==> src/rtl/fps_pkg.sv <==
package fps_pkg;
  localparam int NUM_TMR  = 3;
  localparam int NUM_SLOT = 8;
  localparam int REG_W    = 8;

  // trigger selection codes
  localparam logic [1:0] TRG_A   = 2'd0;
  localparam logic [1:0] TRG_B   = 2'd1;
  localparam logic [1:0] TRG_SW  = 2'd2;
  localparam logic [1:0] TRG_OFF = 2'd3;

  // idle modes applied on falling sequences
  localparam logic [1:0] IDLE_SLEEP  = 2'd1;
  localparam logic [1:0] IDLE_LOWPWR = 2'd2;

  localparam logic [1:0] SRC_SOFT = 2'd3;

  typedef struct packed {
    logic [2:0] period;
    logic [1:0] src;
  } tmr_cfg_t;

  typedef struct packed {
    logic [2:0] dn_slot;
    logic [2:0] up_slot;
    logic [1:0] src;
  } slv_cfg_t;

  // slot spacing in ticks for a period code
  function automatic int unsigned slot_ticks(input logic [2:0] code,
                                             input int unsigned base);
    return base << code;
  endfunction
endpackage

==> src/rtl/fps_tick_gen.sv <==
module fps_tick_gen #(
  parameter int unsigned PRESCALE = 4
) (
  input  logic clk,
  input  logic rst_n,
  output logic tick
);
  localparam int unsigned CW = (PRESCALE > 1) ? $clog2(PRESCALE) : 1;
  localparam logic [CW-1:0] LAST = CW'(PRESCALE - 1);

  logic [CW-1:0] cnt;

  always_ff @(posedge clk) begin
    if (!rst_n)          cnt <= '0;
    else if (cnt == LAST) cnt <= '0;
    else                  cnt <= cnt + 1'b1;
  end

  assign tick = (cnt == LAST);

  generate
    if (PRESCALE > 1) begin : g_gap
      // ticks are isolated single-cycle pulses
      a_r12_tick_gap: assert property (@(posedge clk) disable iff (!rst_n)
        tick |=> !tick);
    end
  endgenerate
endmodule

==> src/rtl/fps_master_tmr.sv <==
module fps_master_tmr
  import fps_pkg::*;
#(
  parameter int unsigned BASE_TICKS = 2
) (
  input  logic                clk,
  input  logic                rst_n,
  input  logic                tick,
  input  logic                hw_a,
  input  logic                hw_b,
  input  logic                sw_trg,
  input  tmr_cfg_t            cfg,
  output logic [NUM_SLOT-1:0] slot_evt,
  output logic                dir,
  output logic                busy
);
  localparam int unsigned MAXT = BASE_TICKS << (NUM_SLOT - 1);
  localparam int unsigned TW   = $clog2(MAXT + 1);

  logic          trg, trg_q, edge_det, fire;
  logic [2:0]    slot_idx;
  logic [TW-1:0] wait_cnt;

  always_comb begin
    case (cfg.src)
      TRG_A:   trg = hw_a;
      TRG_B:   trg = hw_b;
      TRG_SW:  trg = sw_trg;
      default: trg = 1'b0;
    endcase
  end

  assign edge_det = trg ^ trg_q;
  // a new edge outranks a slot due in the same cycle
  assign fire     = busy && tick && (wait_cnt == '0) && !edge_det;
  assign slot_evt = fire ? (NUM_SLOT'(1) << slot_idx) : '0;

  always_ff @(posedge clk) begin
    if (!rst_n) begin
      trg_q    <= 1'b0;
      busy     <= 1'b0;
      dir      <= 1'b0;
      slot_idx <= '0;
      wait_cnt <= '0;
    end else begin
      trg_q <= trg;
      if (edge_det) begin
        busy     <= 1'b1;
        dir      <= trg;
        slot_idx <= '0;
        wait_cnt <= '0;
      end else if (fire) begin
        if (slot_idx == 3'(NUM_SLOT - 1)) begin
          busy <= 1'b0;
        end else begin
          slot_idx <= slot_idx + 1'b1;
          wait_cnt <= TW'(slot_ticks(cfg.period, BASE_TICKS) - 1);
        end
      end else if (busy && tick) begin
        wait_cnt <= wait_cnt - 1'b1;
      end
    end
  end

  a_r3_one_slot: assert property (@(posedge clk) disable iff (!rst_n)
    $onehot0(slot_evt));
  a_r3_slot_on_tick: assert property (@(posedge clk) disable iff (!rst_n)
    (|slot_evt) |-> tick);
  a_r11_busy_after_edge: assert property (@(posedge clk) disable iff (!rst_n)
    edge_det |=> busy);
  a_r11_idle_after_last: assert property (@(posedge clk) disable iff (!rst_n)
    slot_evt[NUM_SLOT-1] |=> !busy);
  a_r10_restart_zero: assert property (@(posedge clk) disable iff (!rst_n)
    edge_det |=> (slot_idx == 3'd0));
endmodule

==> src/rtl/fps_slave_out.sv <==
module fps_slave_out
  import fps_pkg::*;
(
  input  logic                              clk,
  input  logic                              rst_n,
  input  slv_cfg_t                          cfg,
  input  logic                              sw_bit,
  input  logic [1:0]                        idle_mode,
  input  logic [NUM_TMR-1:0][NUM_SLOT-1:0]  slot_evt_all,
  input  logic [NUM_TMR-1:0]                dir_all,
  output logic                              en_out,
  output logic                              lp_out
);
  logic                on_sw, dir_sel, up_hit, dn_hit, en_q, lp_q;
  logic [NUM_SLOT-1:0] evt;

  assign on_sw = (cfg.src == SRC_SOFT);

  always_comb begin
    evt     = '0;
    dir_sel = 1'b0;
    if (!on_sw) begin
      evt     = slot_evt_all[cfg.src];
      dir_sel = dir_all[cfg.src];
    end
  end

  assign up_hit = dir_sel && evt[cfg.up_slot];
  assign dn_hit = !dir_sel && evt[cfg.dn_slot];

  always_ff @(posedge clk) begin
    if (!rst_n) begin
      en_q <= 1'b0;
      lp_q <= 1'b0;
    end else if (up_hit) begin
      en_q <= 1'b1;
      lp_q <= 1'b0;
    end else if (dn_hit) begin
      case (idle_mode)
        IDLE_SLEEP: begin
          en_q <= 1'b0;
          lp_q <= 1'b0;
        end
        IDLE_LOWPWR: lp_q <= 1'b1;
        default: ;
      endcase
    end
  end

  // software-sourced outputs bypass the timers entirely
  assign en_out = on_sw ? sw_bit : en_q;
  assign lp_out = on_sw ? 1'b0 : lp_q;

  a_r5_up_on: assert property (@(posedge clk) disable iff (!rst_n)
    up_hit |=> (en_q && !lp_q));
  a_r6_sleep_off: assert property (@(posedge clk) disable iff (!rst_n)
    (dn_hit && idle_mode == IDLE_SLEEP) |=> (!en_q && !lp_q));
  a_r7_lowpwr: assert property (@(posedge clk) disable iff (!rst_n)
    (dn_hit && idle_mode == IDLE_LOWPWR) |=> (lp_q && $stable(en_q)));
  a_r8_keep: assert property (@(posedge clk) disable iff (!rst_n)
    (dn_hit && (idle_mode == 2'd0 || idle_mode == 2'd3))
      |=> ($stable(en_q) && $stable(lp_q)));
endmodule

==> src/rtl/fps_seq_ctrl.sv <==
module fps_seq_ctrl
  import fps_pkg::*;
#(
  parameter int unsigned N_OUT      = 6,
  parameter int unsigned PRESCALE   = 4,
  parameter int unsigned BASE_TICKS = 2,
  parameter int unsigned ADDR_W     = 4
) (
  input  logic                clk,
  input  logic                rst_n,
  input  logic                hw_en_a,
  input  logic                hw_en_b,
  input  logic                wr_en,
  input  logic [ADDR_W-1:0]   wr_addr,
  input  logic [REG_W-1:0]    wr_data,
  output logic [N_OUT-1:0]    out_en,
  output logic [N_OUT-1:0]    out_lp,
  output logic [NUM_TMR-1:0]  tmr_busy
);
  localparam int unsigned A_GLOBAL = NUM_TMR;
  localparam int unsigned A_SWEN   = NUM_TMR + 1;
  localparam int unsigned A_SLV0   = NUM_TMR + 2;

  tmr_cfg_t                         tcfg [NUM_TMR];
  slv_cfg_t                         scfg [N_OUT];
  logic [NUM_TMR-1:0]               sw_trg;
  logic [1:0]                       idle_mode;
  logic [N_OUT-1:0]                 sw_en;
  logic                             tick;
  logic [NUM_TMR-1:0][NUM_SLOT-1:0] slot_evt_all;
  logic [NUM_TMR-1:0]               dir_all;

  always_ff @(posedge clk) begin
    if (!rst_n) begin
      for (int t = 0; t < NUM_TMR; t++) tcfg[t] <= '{period: 3'd0, src: TRG_OFF};
      for (int i = 0; i < N_OUT; i++)
        scfg[i] <= '{dn_slot: 3'd0, up_slot: 3'd0, src: SRC_SOFT};
      sw_trg    <= '0;
      idle_mode <= '0;
      sw_en     <= '0;
    end else if (wr_en) begin
      for (int t = 0; t < NUM_TMR; t++)
        if (wr_addr == ADDR_W'(t)) tcfg[t] <= tmr_cfg_t'(wr_data[4:0]);
      if (wr_addr == ADDR_W'(A_GLOBAL)) begin
        sw_trg    <= wr_data[NUM_TMR-1:0];
        idle_mode <= wr_data[5:4];
      end
      if (wr_addr == ADDR_W'(A_SWEN)) sw_en <= N_OUT'(wr_data);
      for (int i = 0; i < N_OUT; i++)
        if (wr_addr == ADDR_W'(A_SLV0 + i)) scfg[i] <= slv_cfg_t'(wr_data);
    end
  end

  fps_tick_gen #(.PRESCALE(PRESCALE)) u_tick (
    .clk(clk), .rst_n(rst_n), .tick(tick)
  );

  generate
    for (genvar t = 0; t < NUM_TMR; t++) begin : g_tmr
      fps_master_tmr #(.BASE_TICKS(BASE_TICKS)) u_tmr (
        .clk(clk), .rst_n(rst_n), .tick(tick),
        .hw_a(hw_en_a), .hw_b(hw_en_b), .sw_trg(sw_trg[t]),
        .cfg(tcfg[t]), .slot_evt(slot_evt_all[t]),
        .dir(dir_all[t]), .busy(tmr_busy[t])
      );
    end
    for (genvar i = 0; i < N_OUT; i++) begin : g_out
      fps_slave_out u_out (
        .clk(clk), .rst_n(rst_n), .cfg(scfg[i]), .sw_bit(sw_en[i]),
        .idle_mode(idle_mode), .slot_evt_all(slot_evt_all),
        .dir_all(dir_all), .en_out(out_en[i]), .lp_out(out_lp[i])
      );
    end
  endgenerate
endmodule

==> config.mk <==
export PLATFORM = sky130hd
export DESIGN_NAME = fps_seq_ctrl
export DESIGN_NICKNAME = d
export VERILOG_FILES = /design/src/rtl/fps_pkg.sv /design/src/rtl/fps_tick_gen.sv /design/src/rtl/fps_master_tmr.sv /design/src/rtl/fps_slave_out.sv /design/src/rtl/fps_seq_ctrl.sv
export SDC_FILE = /design/constraint.sdc
export NUM_CORES = 1
export LEC_CHECK = 0
export BUFFER_PORTS_ARGS = -buffer_cell sky130_fd_sc_hd__buf_2
export CAP_MARGIN = 15
export CORE_ASPECT_RATIO = 0.6
export CORE_UTILIZATION = 42
export CTS_CLUSTER_DIAMETER = 150
export CTS_CLUSTER_SIZE = 30
export DETAILED_ROUTE_END_ITERATION = 6
export PLACE_DENSITY_LB_ADDON = 0.1
export SYNTH_ARGS = -nofsm -noshare
export SYNTH_HDL_FRONTEND = slang
export SYNTH_SLANG_ARGS = --single-unit
==> constraint.sdc <==
create_clock -name clk -period 6.5 [get_ports clk]
set_input_delay 1.3 -clock clk [delete_from_list [all_inputs] [get_ports clk]]
set_output_delay 1.3 -clock clk [all_outputs]
set_load 0.02 [all_outputs]
# [After elaboration in Yosys (flattened, before gate mapping)]
# Memory sizes are Yosys's and may differ from the RTL's.
# Cells that the tools add are included.
[totals] ff_bits=70 latch_bits=0 ram_bits=63 rom_bits=0 output_inout_bits=15 n_memories=2
[op_classes] addsub=10 multipliers=0 div=0 n_lt_le_gt_ge=18 eq_ne=31 shifts=6 mux=156 bitwise=16 n_reduce_logical=92
[mem_list] name="scfg" words=6 width=8 read_ports=6 rd_clocked_by_memory_dff=0 wr=6 line_no="fps_seq_ctrl.sv:25" text="slv_cfg_t scfg [N_OUT];"
[mem_list] name="tcfg" words=3 width=5 read_ports=3 rd_clocked_by_memory_dff=0 wr=3 line_no="fps_seq_ctrl.sv:24" text="tmr_cfg_t tcfg [NUM_TMR];"
[ops] cell="$mux 8" count=21
[ops] cell="$bmux 8 s2" count=6
[ops] cell="$mux 1" count=95
[ops] cell="$mux 9" count=9
[ops] cell="$sub 9x1->9 const B" count=6
[ops] cell="$lt 3x4->1 const B" count=12
[ops] cell="$reduce_and 2->1" count=23
[ops] cell="$reduce_bool 2->1" count=22
[ops] cell="$bmux 1 s3" count=12
[ops] cell="$logic_not 9->1" count=3
[ops] cell="$shl 2x3->9 const A" count=3
[ops] cell="$shl 1x3->8 const A" count=3
[ops] cell="$eq 2x2->1 const B" count=11
[ops] cell="$logic_and 1x1->1" count=21
[ops] cell="$reduce_or 2->1" count=10
[ops] cell="$lt 2x3->1 const B" count=6
[ops] cell="$eq 4x3->1 const B" count=4
[ops] cell="$mux 5" count=3
[ops] cell="$bmux 1 s2" count=6
[ops] cell="$eq 4x4->1 const B" count=3
[ops] cell="$add 3x1->3 const B" count=3
[ops] cell="$eq 3x3->1 const B" count=3
[ops] cell="$logic_not 1->1" count=9
[ops] cell="$or 1x1->1" count=9
[ops] cell="other kinds (11)" count=26

# [Longest topological paths before layout]
# Gate-level depths: netlist of the first run.
[depth] depth_word=14 ltp_mapped=14 ltp_nobuf=13

# [Cells and area by module]
# Synthesis of the first run repeated with hierarchy kept, for this count alone.
[hier_totals] hier_cells=818 hier_area_um2=9337.7
[modules_own_cells] mod="fps_slave_out" instances=6 cells_per_inst=51 area_each_um2=600.6
[modules_own_cells] mod="fps_seq_ctrl" instances=1 cells_per_inst=186 area_each_um2=2807.7
[modules_own_cells] mod="fps_master_tmr at g_tmr[0].u_tmr ..." instances=2 cells_per_inst=104 area_each_um2=950.9
[modules_own_cells] mod="fps_master_tmr at g_tmr[2].u_tmr" instances=1 cells_per_inst=113 area_each_um2=950.9
[modules_own_cells] mod="fps_tick_gen" instances=1 cells_per_inst=5 area_each_um2=73.8

# [Worst setup path after synthesis of the first run]
# OpenSTA, ideal clock, no wires.
[synth_path] path_kind="input -> register" startpoint="in hw_en_a" endpoint="reg g_tmr[1].u_tmr.wait_cnt[6]" setup_time_ns=0.078 arrival_time_ns=3.835 t_required_ns=6.422 slack_ns=2.587 cell_stages=13 n_path_buf=1 path_cell_list="mux2i_1 o22a_1 clkbuf_1 a211o_1 nor3_1 a21oi_1 ha_1 inv_1 a2111oi_0 nand2_1 a21oi_1 nor2_1 nor3_1"
[synth_via] elab_chain_len=6 word_cells_on_any_way=9
[synth_lines] element="from (decl)" line_no="fps_seq_ctrl.sv:11" text="input logic hw_en_a,"
[synth_lines] element="$pmux 1 s3 *" line_no="fps_master_tmr.sv:25" text="case (cfg.src)"
[synth_lines] element="$xor 1x1->1 *" line_no="fps_master_tmr.sv:33" text="assign edge_det = trg ^ trg_q;"
[synth_lines] element="$logic_not 1->1" line_no="fps_master_tmr.sv:35" text="assign fire = busy && tick && (wait_cnt == '0) && !edge_det;"
[synth_lines] element="$logic_and 1x1->1" line_no="fps_master_tmr.sv:35"
[synth_lines] element="$ne 2x2->1 (no source line) or $reduce_bool 2->1 (tied branches)"
[synth_lines] element="$reduce_and 2->1 (no source line)"
[synth_lines] element="to (signal assigned)" line_no="fps_master_tmr.sv:57" text="wait_cnt <= TW'(slot_ticks(cfg.period, BASE_TICKS) - 1);"
[synth_lines] element="to (signal assigned)" line_no="fps_master_tmr.sv:60" text="wait_cnt <= wait_cnt - 1'b1;"
[synth_lines] element="to (decl)" line_no="fps_master_tmr.sv:22" text="logic [TW-1:0] wait_cnt;"
# Mark *: on every way between the ends. The rest lies on a longest branch, timed or not.
# A chain may end at the register's enable or synchronous reset.

# [Worst setup path after layout of the first run]
[layout_path] startpoint="in hw_en_b" endpoint="reg g_tmr[2].u_tmr.wait_cnt[8]"
[layout_via] elab_chain_len=6 word_cells_on_any_way=9
[layout_lines] element="from (decl)" line_no="fps_seq_ctrl.sv:12" text="input logic hw_en_b,"
[layout_lines] element="$pmux 1 s3 *" line_no="fps_master_tmr.sv:25"
[layout_lines] element="$xor 1x1->1 *" line_no="fps_master_tmr.sv:33"
[layout_lines] element="$logic_not 1->1" line_no="fps_master_tmr.sv:35"
[layout_lines] element="$logic_and 1x1->1" line_no="fps_master_tmr.sv:35"
[layout_lines] element="$ne 2x2->1 (no source line) or $reduce_bool 2->1 (tied branches)"
[layout_lines] element="$reduce_and 2->1 (no source line)"
[layout_lines] element="to (signal assigned)" line_no="fps_master_tmr.sv:57"
[layout_lines] element="to (signal assigned)" line_no="fps_master_tmr.sv:60"
[layout_lines] element="to (decl)" line_no="fps_master_tmr.sv:22"
# Marks and branches as above.

==> impl_metrics.ini, run 1 <==
[run_status]
status = finished, violations left
violations = DRC

[floorplanning]
ios = 32
design.die.area_sq_um = 22420
die_w_um = 192.6
initial_core_util_pct = 43.22
core_sq_um = 21190
die_y_um = 116.4
num_rows = 41

[cts]
clkTransAtPathRegs_ns = 0.05
cts_tree = built
clk_latency_ns = 0.44
cts-resized-gates = 0
root_buffer = clkbuf_16
cts_buffer_depth = 2
cts_inserted_buffers = 17
numClockSinks = 133
cts_hold_buf = 0
htree_num_levels = 4
cts_setup_buffers = 0

[placement]
gp_congestion = 0.9799
hpwl_mm = 22.72
io_buffers = 31
place_inst = 1288

[pwr]
internal-power_mw = 1.568
clockPowerShare_pct = 44.2
seq_power_share_pct = 44.6
p_switching_mw = 0.6174
combPwrFrac_pct = 11.2
switching_share_pct = 28.25
p_per_area_nw_per_um2 = 217.9
total_leakage_power_nw = 3.457
peakVddDrop_mv = 0.1669

[synthesis]
syn_inst = 1031
synthFlopType = dfxtp_1
syn_nets = 1072
ys_warn_count = 0
ys_seq_elements = 133
syn_area_per_cell_sq_um = 8.882
netlist_area_sq_um = 9158
synthArstFlopShare_pct = 0
yosysSeqAreaShare_pct = 35.96
synth_edf_count = 63
yosysUniqueCellTypes = 96

[cells_and_area]
final-instance-count-excl-fill = 1326
drive_gt1_share_pct = 11.75
area_growth_pct = 9.523
num_antenna_cells = 0
fin_nets = 1075
fin_util_pct = 47.34

[global_routing]
grt_pass1_vias = 7288
grt_pass1_wl_mm = 46.14
gr-total-overflow = 0
antenna_found_initial = 0
grt_max_degree = 28
gr-usage-all-layers_pct = 28.32

[worst_setup_path]
rr_startpoint = u_tick.cnt[0]$_SDFF_PP0_
crit_chain = buf_2 -> and4b_1 -> a311oi_4 -> a21o_4 -> nor3_1 -> a21oi_1 -> ha_1 -> inv_1 -> a211o_1 -> nand2b_1 -> or4_1 -> a21oi_1
cp_max_fo = 14
critical_path_class = in2reg
cp_slowest_cell = a311oi_4
startpoint = hw_en_b
end_kind = register
cp-start-kind = primary input
crit_buf_inv = 2
critical_path.top_delay_family = compound AO/OA/AOI/OAI gates
cp_slowest_stage_delay_ns = 0.90
crit_required_ns = 6.85
cpMostUsedCell = a21oi_1
cp.arrival_ns = 4.56

[sta]
max_freq_mhz = 237.6
finalSetupViolCount = 0
final.setup_skew_ns = 0.01048
max_slew_margin_pct = 23.74
slew_viol_final = 0
fin_crit_ns = 4.209
grt_setup_unrepaired = false
finalCritPeriodShare_pct = 64.76
fin_tns_setup_ns = 0
max_slew.worst_pin.slew_ns = 1.137
finalHoldViolations = 0

[routing]
drc = 57
detail-route-antenna-nets = 0
drt-wirelength-per-cell_um = 23.30
vias = 8360
via_per_inst = 6.305
first_pass_iters = 7
drt_iter0_drc = 1282
routed_wl_mm = 30.90

[worst_hold_path]
worstHoldPathType = reg2reg
hp-start = u_tick.cnt[0]$_SDFF_PP0_

[job]
drv_cap = 0
[metrics by stage]
| step | worst slack (ns) | hold WS (ns) | power (mW) | instance area [sq um] |
|---|---|---|---|---|
| after floorplan | 2.587 | 0.4084 | 1.145 | 9158 |
| after global placement | 1.982 | 0.4238 | 1.227 | 9417 |
| after detailed placement | 1.899 | 0.4216 | 1.227 | 9417 |
| after CTS | 2.362 | 0.4300 | 2.192 | 9998 |
| after global routing | 2.022 | 0.4451 | 2.260 | 10030 |
| final | 2.291 | 0.4230 | 2.185 | 10030 |
[area by class of cell]
| class | count | area (sq um) |
|---|---|---|
| Clock buffer | 22 | 485.5 |
| Clock inverter | 10 | 96.34 |
| Timing Repair Buffer | 45 | 246.5 |
| Fill cell | 2076 | 11160 |
| Inverter | 46 | 172.7 |
| Multi-Input combinational cell | 791 | 5386 |
| Sequential cell | 133 | 3293 |
| Tap cell | 279 | 349.1 |
[per-layer routing]
metal	up-vias	track usage, %	wire length [um]
met4	0	6.667	371
met5	-	0	0
met2	391	33.84	11130
li1	3928	-	-
met1	4005	46.41	16030
met3	36	8.624	3374
[state kept, by name, indices dropped and copies added (netlist names)]
signal                flops
g_out.u_out.lp_q          6
g_out.u_out.en_q          6
idle_mode                 2
scfg                     48
g_tmr.u_tmr.busy          3
tcfg                     15
g_tmr.u_tmr.wait_cnt     27
g_tmr.u_tmr.dir           3
sw_trg                    3
sw_en                     6
g_tmr.u_tmr.slot_idx      9
g_tmr.u_tmr.trg_q         3
u_tick.cnt                2
[logic make-up (layout without fill, tap and decap cells)]
logic type	count (synthesis)	count (layout)	share of synthesized area (%)
xor gates and xnor gates	9	9	0.8607
adders and majority gates	24	24	3.279
AOI/OAI and AO/OA	279	279	24.06
DFF	133	133	35.96
muxes	43	43	5.165
buffers and inverters	107	123	5.219
and+or+nand+nor	436	436	25.45
[cell usage after synthesis, types with 6 or more instances]
cell       count  area, sq um
a32oi_1        7        61.31
inv_1         46        172.7
a222oi_1      30        300.3
nor4_1         6        37.54
edfxtp_1      63         1892
nor2_1        93        349.1
or3_1         25        156.4
a311oi_1       6        52.55
nand4_1       15        93.84
clkbuf_1      36        135.1
o21ai_0       33        165.2
a211oi_1      27        202.7
buf_4         15        112.6
nor3b_1        9        67.56
a22oi_1       13        97.59
and3b_1        6        52.55
a211oi_2       6        75.07
nand2_1       92        345.3
ha_1          24        300.3
nor2b_1       23        143.9
mux2i_1       29        290.3
nand3b_1      12        90.09
dfxtp_1       70         1401
mux2_2        10        112.6
a21oi_1       45        225.2
nand2b_1      21        131.4
nand3_1       27        135.1
a2111oi_0      8        70.07
o22ai_1        6        37.54
a221oi_1       6        52.55
and2_1        51        319.1
nor3_1        25        125.1
a31oi_1       14        87.58
[cell usage in the layout, fill, tap and decap left out, types with 13 or more instances in the layout]
master / netlist / final
nor2_1: 93 / 93
nand2_1: 92 / 92
dfxtp_1: 70 / 70
edfxtp_1: 63 / 63
and2_1: 51 / 51
inv_1: 46 / 46
a21oi_1: 45 / 45
buf_2: 4 / 35
o21ai_0: 33 / 33
a222oi_1: 30 / 30
mux2i_1: 29 / 29
nand3_1: 27 / 27
a211oi_1: 27 / 27
or3_1: 25 / 25
nor3_1: 25 / 25
ha_1: 24 / 24
nor2b_1: 23 / 23
nand2b_1: 21 / 21
clkbuf_16: 0 / 18
nand4_1: 15 / 15
a31oi_1: 14 / 14
a22oi_1: 13 / 13
[power by group through the flow]
stage                     clock network [mW]  registers [mW]  logic, mW
after detailed placement                   0           0.991      0.235
after floorplan                            0           0.959      0.186
after global placement                     0           0.992      0.236
final                                  0.966           0.976      0.244
after global routing                    1.01           0.981      0.265
after CTS                              0.983           0.973      0.236
[worst paths after layout]
kind,to,slack [ns],cells after the start
setup reg to reg,g_out[0].u_out.en_q$_SDFFE_PN0P_,2.66,9
hold reg to reg,u_tick.cnt[0]$_SDFF_PP0_,0.42,1
setup / recovery,g_tmr[2].u_tmr.wait_cnt[8]$_SDFFE_PP0P_,2.29,12
hold / removal,u_tick.cnt[0]$_SDFF_PP0_,0.42,1
[worst reg2reg max path: cells and delay by family (launching register included)]
kind	cells	cell delay, ns
adders and majority gates	1	0.40
DFF	1	0.33
and+or+nand+nor	3	0.84
AOI/OAI and AO/OA	5	2.19
(Power assumes the default switching activity.)
==> inputs of run 2 (changes only) <==
--- a/config.mk
+++ b/config.mk
@@ -5,6 +5,7 @@
 export SDC_FILE = /design/constraint.sdc
 export NUM_CORES = 1
 export LEC_CHECK = 0
+export ABC_AREA = 1
 export BUFFER_PORTS_ARGS = -buffer_cell sky130_fd_sc_hd__buf_2
 export CAP_MARGIN = 15
 export CORE_ASPECT_RATIO = 0.6
==> constraint.sdc (replaced) <==
create_clock -name clk -period 4.15 [get_ports clk]
set_input_delay 0.83 -clock clk [delete_from_list [all_inputs] [get_ports clk]]
set_output_delay 0.83 -clock clk [all_outputs]
set_load 0.02 [all_outputs]
==> run 2 against run 1 <==
Net effect:
- the flow now finishes without violations
- non-clock buffer count decreased by 2
- clock power increased by 53%
- first-iteration DRC count decreased by 6.2%
- synthesized cell count increased by 34%
- worst setup slack got worse by 1.1 ns
- largest power group unchanged
==> impl_metrics.ini, run 2 <==
[cts]
cts_tree = built
htree_num_levels = 4
cts_setup_buffers = 0
cts_hold_buf = 0
clkTransAtPathRegs_ns = 0.06
clk_latency_ns = 0.44
cts_buffer_depth = 2
root_buffer = clkbuf_16
cts_inserted_buffers = 17
cts-resized-gates = 0
numClockSinks = 133

[routing]
first_pass_iters = 5
drt-wirelength-per-cell_um = 18.28
drt_iter0_drc = 1203
vias = 9339
drc = 0
via_per_inst = 5.586
routed_wl_mm = 30.56
detail-route-antenna-nets = 0

[synthesis]
syn_nets = 1425
synth_edf_count = 63
syn_inst = 1384
yosysTopAreaCellShare_pct = 20.42
yosysUniqueCellTypes = 44
ys_seq_elements = 133
netlist_top_cells_area = edfxtp_1, dfxtp_1, nand3_1
synth_most_common_cell = nand2_1
synthFlopType = dfxtp_1
synthArstFlopShare_pct = 0
synth_top_cell_by_area = edfxtp_1
netlist_area_sq_um = 9265
synthSimpleGateAreaFrac_pct = 39.54
synth.mux.area_fraction_pct = 0
synthTopCellsByCount = nand2_1, nand3_1, inv_1
synth_top_family_by_area = simple AND/OR/NAND/NOR gates
yosysSeqAreaShare_pct = 35.54
synthXorXnorAreaFrac_pct = 0.7562
synth_compound_area_share_pct = 9.899
synthAdderAreaFrac_pct = 3.241
syn_area_per_cell_sq_um = 6.694
ys_warn_count = 0

[worst_setup_path]
worstReg2RegEnd = g_out[4].u_out.lp_q$_SDFFE_PP0P_
end_kind = register
critical_path_class = reg2reg
cp.arrival_ns = 3.34
crit_required_ns = 4.53
reg2reg_depth = 16
rr_startpoint = u_tick.cnt[0]$_SDFF_PP0_
cp_max_fo = 28
cp-start-kind = register
reg2reg_slack_ns = 1.19

[worst_hold_path]
hp-start = u_tick.cnt[0]$_SDFF_PP0_
whs_path_depth = 1
min_to = u_tick.cnt[0]$_SDFF_PP0_
worstHoldPathType = reg2reg

[floorplanning]
design.die.area_sq_um = 22680
ios = 32
die_w_um = 193.7
die_y_um = 117.0
core_sq_um = 21340
initial_core_util_pct = 43.42
num_rows = 41

[cells_and_area]
num_antenna_cells = 0
fin_util_pct = 47.17
final_common_cell = nand2_1
largest_reg_flops = 48
area_growth_pct = 8.657
top_regs = scfg x48, g_tmr.u_tmr.wait_cnt x27, tcfg x15
drive_gt1_share_pct = 7.753
regMostFlops = scfg
fin_nets = 1421
layout_common_cells = nand2_1, nand3_1, inv_1
fin_area_sq_um = 10070
final-instance-count-excl-fill = 1672

[global_routing]
antenna_found_initial = 1
gr-usage-all-layers_pct = 27.62
grt_pass1_wl_mm = 46.59
grt_pass1_vias = 8063
grt_max_degree = 37
gr-total-overflow = 0

[sta]
max_slew_margin_pct = 23.96
grt_setup_unrepaired = false
finalCritPeriodShare_pct = 71.29
fin_tns_setup_ns = 0
finalSetupViolCount = 0
final.setup_skew_ns = 0.009191
slew_viol_final = 0
finalHoldViolations = 0
fin_crit_ns = 2.958
max_slew.worst_pin.slew_ns = 1.129
max_freq_mhz = 338.0

[pwr]
combPwrFrac_pct = 14.2
internal-power_mw = 2.462
clockPowerShare_pct = 42.3
p_per_area_nw_per_um2 = 347.4
peakVddDrop_mv = 0.2618
total_leakage_power_nw = 4.704
switching_share_pct = 29.60
seq_power_share_pct = 43.4
p_switching_mw = 1.035

[run_status]
status = finished clean

[placement]
io_buffers = 31
placed_area_sq_um = 9503
gp_congestion = 0.9558
hpwl_mm = 22.13
place_inst = 1639

[job]
drv_cap = 0
## run 2: changes by cell type in the layout (fill, tap and decap cells not counted), moves of 30 or more
cell / before / now
and2_1: 51 / 1
a222oi_1: 30 / 0
nand3_1: 27 / 265
nand2_1: 92 / 316
inv_1: 46 / 169
nor2_1: 93 / 134
## run 2: worst max-delay path by stage
stage | start | endpoint | slack, ns | cells past startpoint
2_1_floorplan | hw_en_b | g_tmr[0].u_tmr.wait_cnt[8]$_SDFFE_PP0P_ | 1.61 | 15
3_3_place_gp | hw_en_b | g_out[5].u_out.en_q$_SDFFE_PN0P_ | 1.01 | 17
3_5_place_dp | hw_en_b | g_out[4].u_out.lp_q$_SDFFE_PP0P_ | 0.99 | 18
4_1_cts | u_tick.cnt[0]$_SDFF_PP0_ | g_out[4].u_out.lp_q$_SDFFE_PP0P_ | 1.25 | 16
5_1_grt | u_tick.cnt[0]$_SDFF_PP0_ | g_out[4].u_out.lp_q$_SDFFE_PP0P_ | 0.89 | 16
6_report | u_tick.cnt[0]$_SDFF_PP0_ | g_out[4].u_out.lp_q$_SDFFE_PP0P_ | 1.19 | 16
## run 2: layout make-up
type	instances	area [sq um]
Clock buffer	24	483.0
Clock inverter	8	76.32
Fill cell	2212	11270
Inverter	179	671.9
Multi-Input combinational cell	1006	4951
Sequential cell	133	3293
Tap cell	279	349.1
Timing Repair Buffer	43	242.7
## run 2: routing by layer
metal	part of all wire, %	vias up	global-route usage, %
met5	0	-	0
met4	1.2	0	7.680
met3	11	32	7.765
met2	36	444	36.13
met1	51	4273	42.78
li1	-	4590	-
## run 2: critical path, cell delays in order (launching register included)
cell and delay [ns]:
dfxtp_1 0.34, ha_1 0.34, nand2_1 0.14, nor3_2 0.16, nand3b_1 0.15, nor2_4 0.37
buf_4 0.38, nand3_1 0.11, nand3_1 0.20, nand3_1 0.10, nand3_1 0.09, nand2_1 0.09
nand2_1 0.09, nand3_1 0.08, nor2_1 0.11, nor2_1 0.05, nor2_1 0.09
## run 2: power groups by stage
stage | Clock, mW | Sequential [mW] | Combinational, mW
floorplan | 0 | 1.50 | 0.380
global placement | 0 | 1.54 | 0.487
detailed placement | 0 | 1.54 | 0.486
CTS | 1.50 | 1.52 | 0.487
global route | 1.55 | 1.53 | 0.556
finish | 1.48 | 1.52 | 0.498
## run 2: cell families (layout without fill, tap and decap cells)
family / count (synthesis) / count (layout)
compound gates: 163 / 163
xor+xnor: 8 / 8
fa+ha+maj: 24 / 24
buf+inv: 245 / 254
flops: 133 / 133
simple gates: 811 / 811
## run 2: through the flow
stage / setup WS [ns] / hold slack (ns) / power (mW)
after floorplan: 1.606 / 0.4084 / 1.881
after global placement: 1.009 / 0.4198 / 2.031
after detailed placement: 0.9913 / 0.4239 / 2.028
after CTS: 1.254 / 0.4350 / 3.506
after global routing: 0.8921 / 0.4497 / 3.636
final: 1.192 / 0.4421 / 3.497
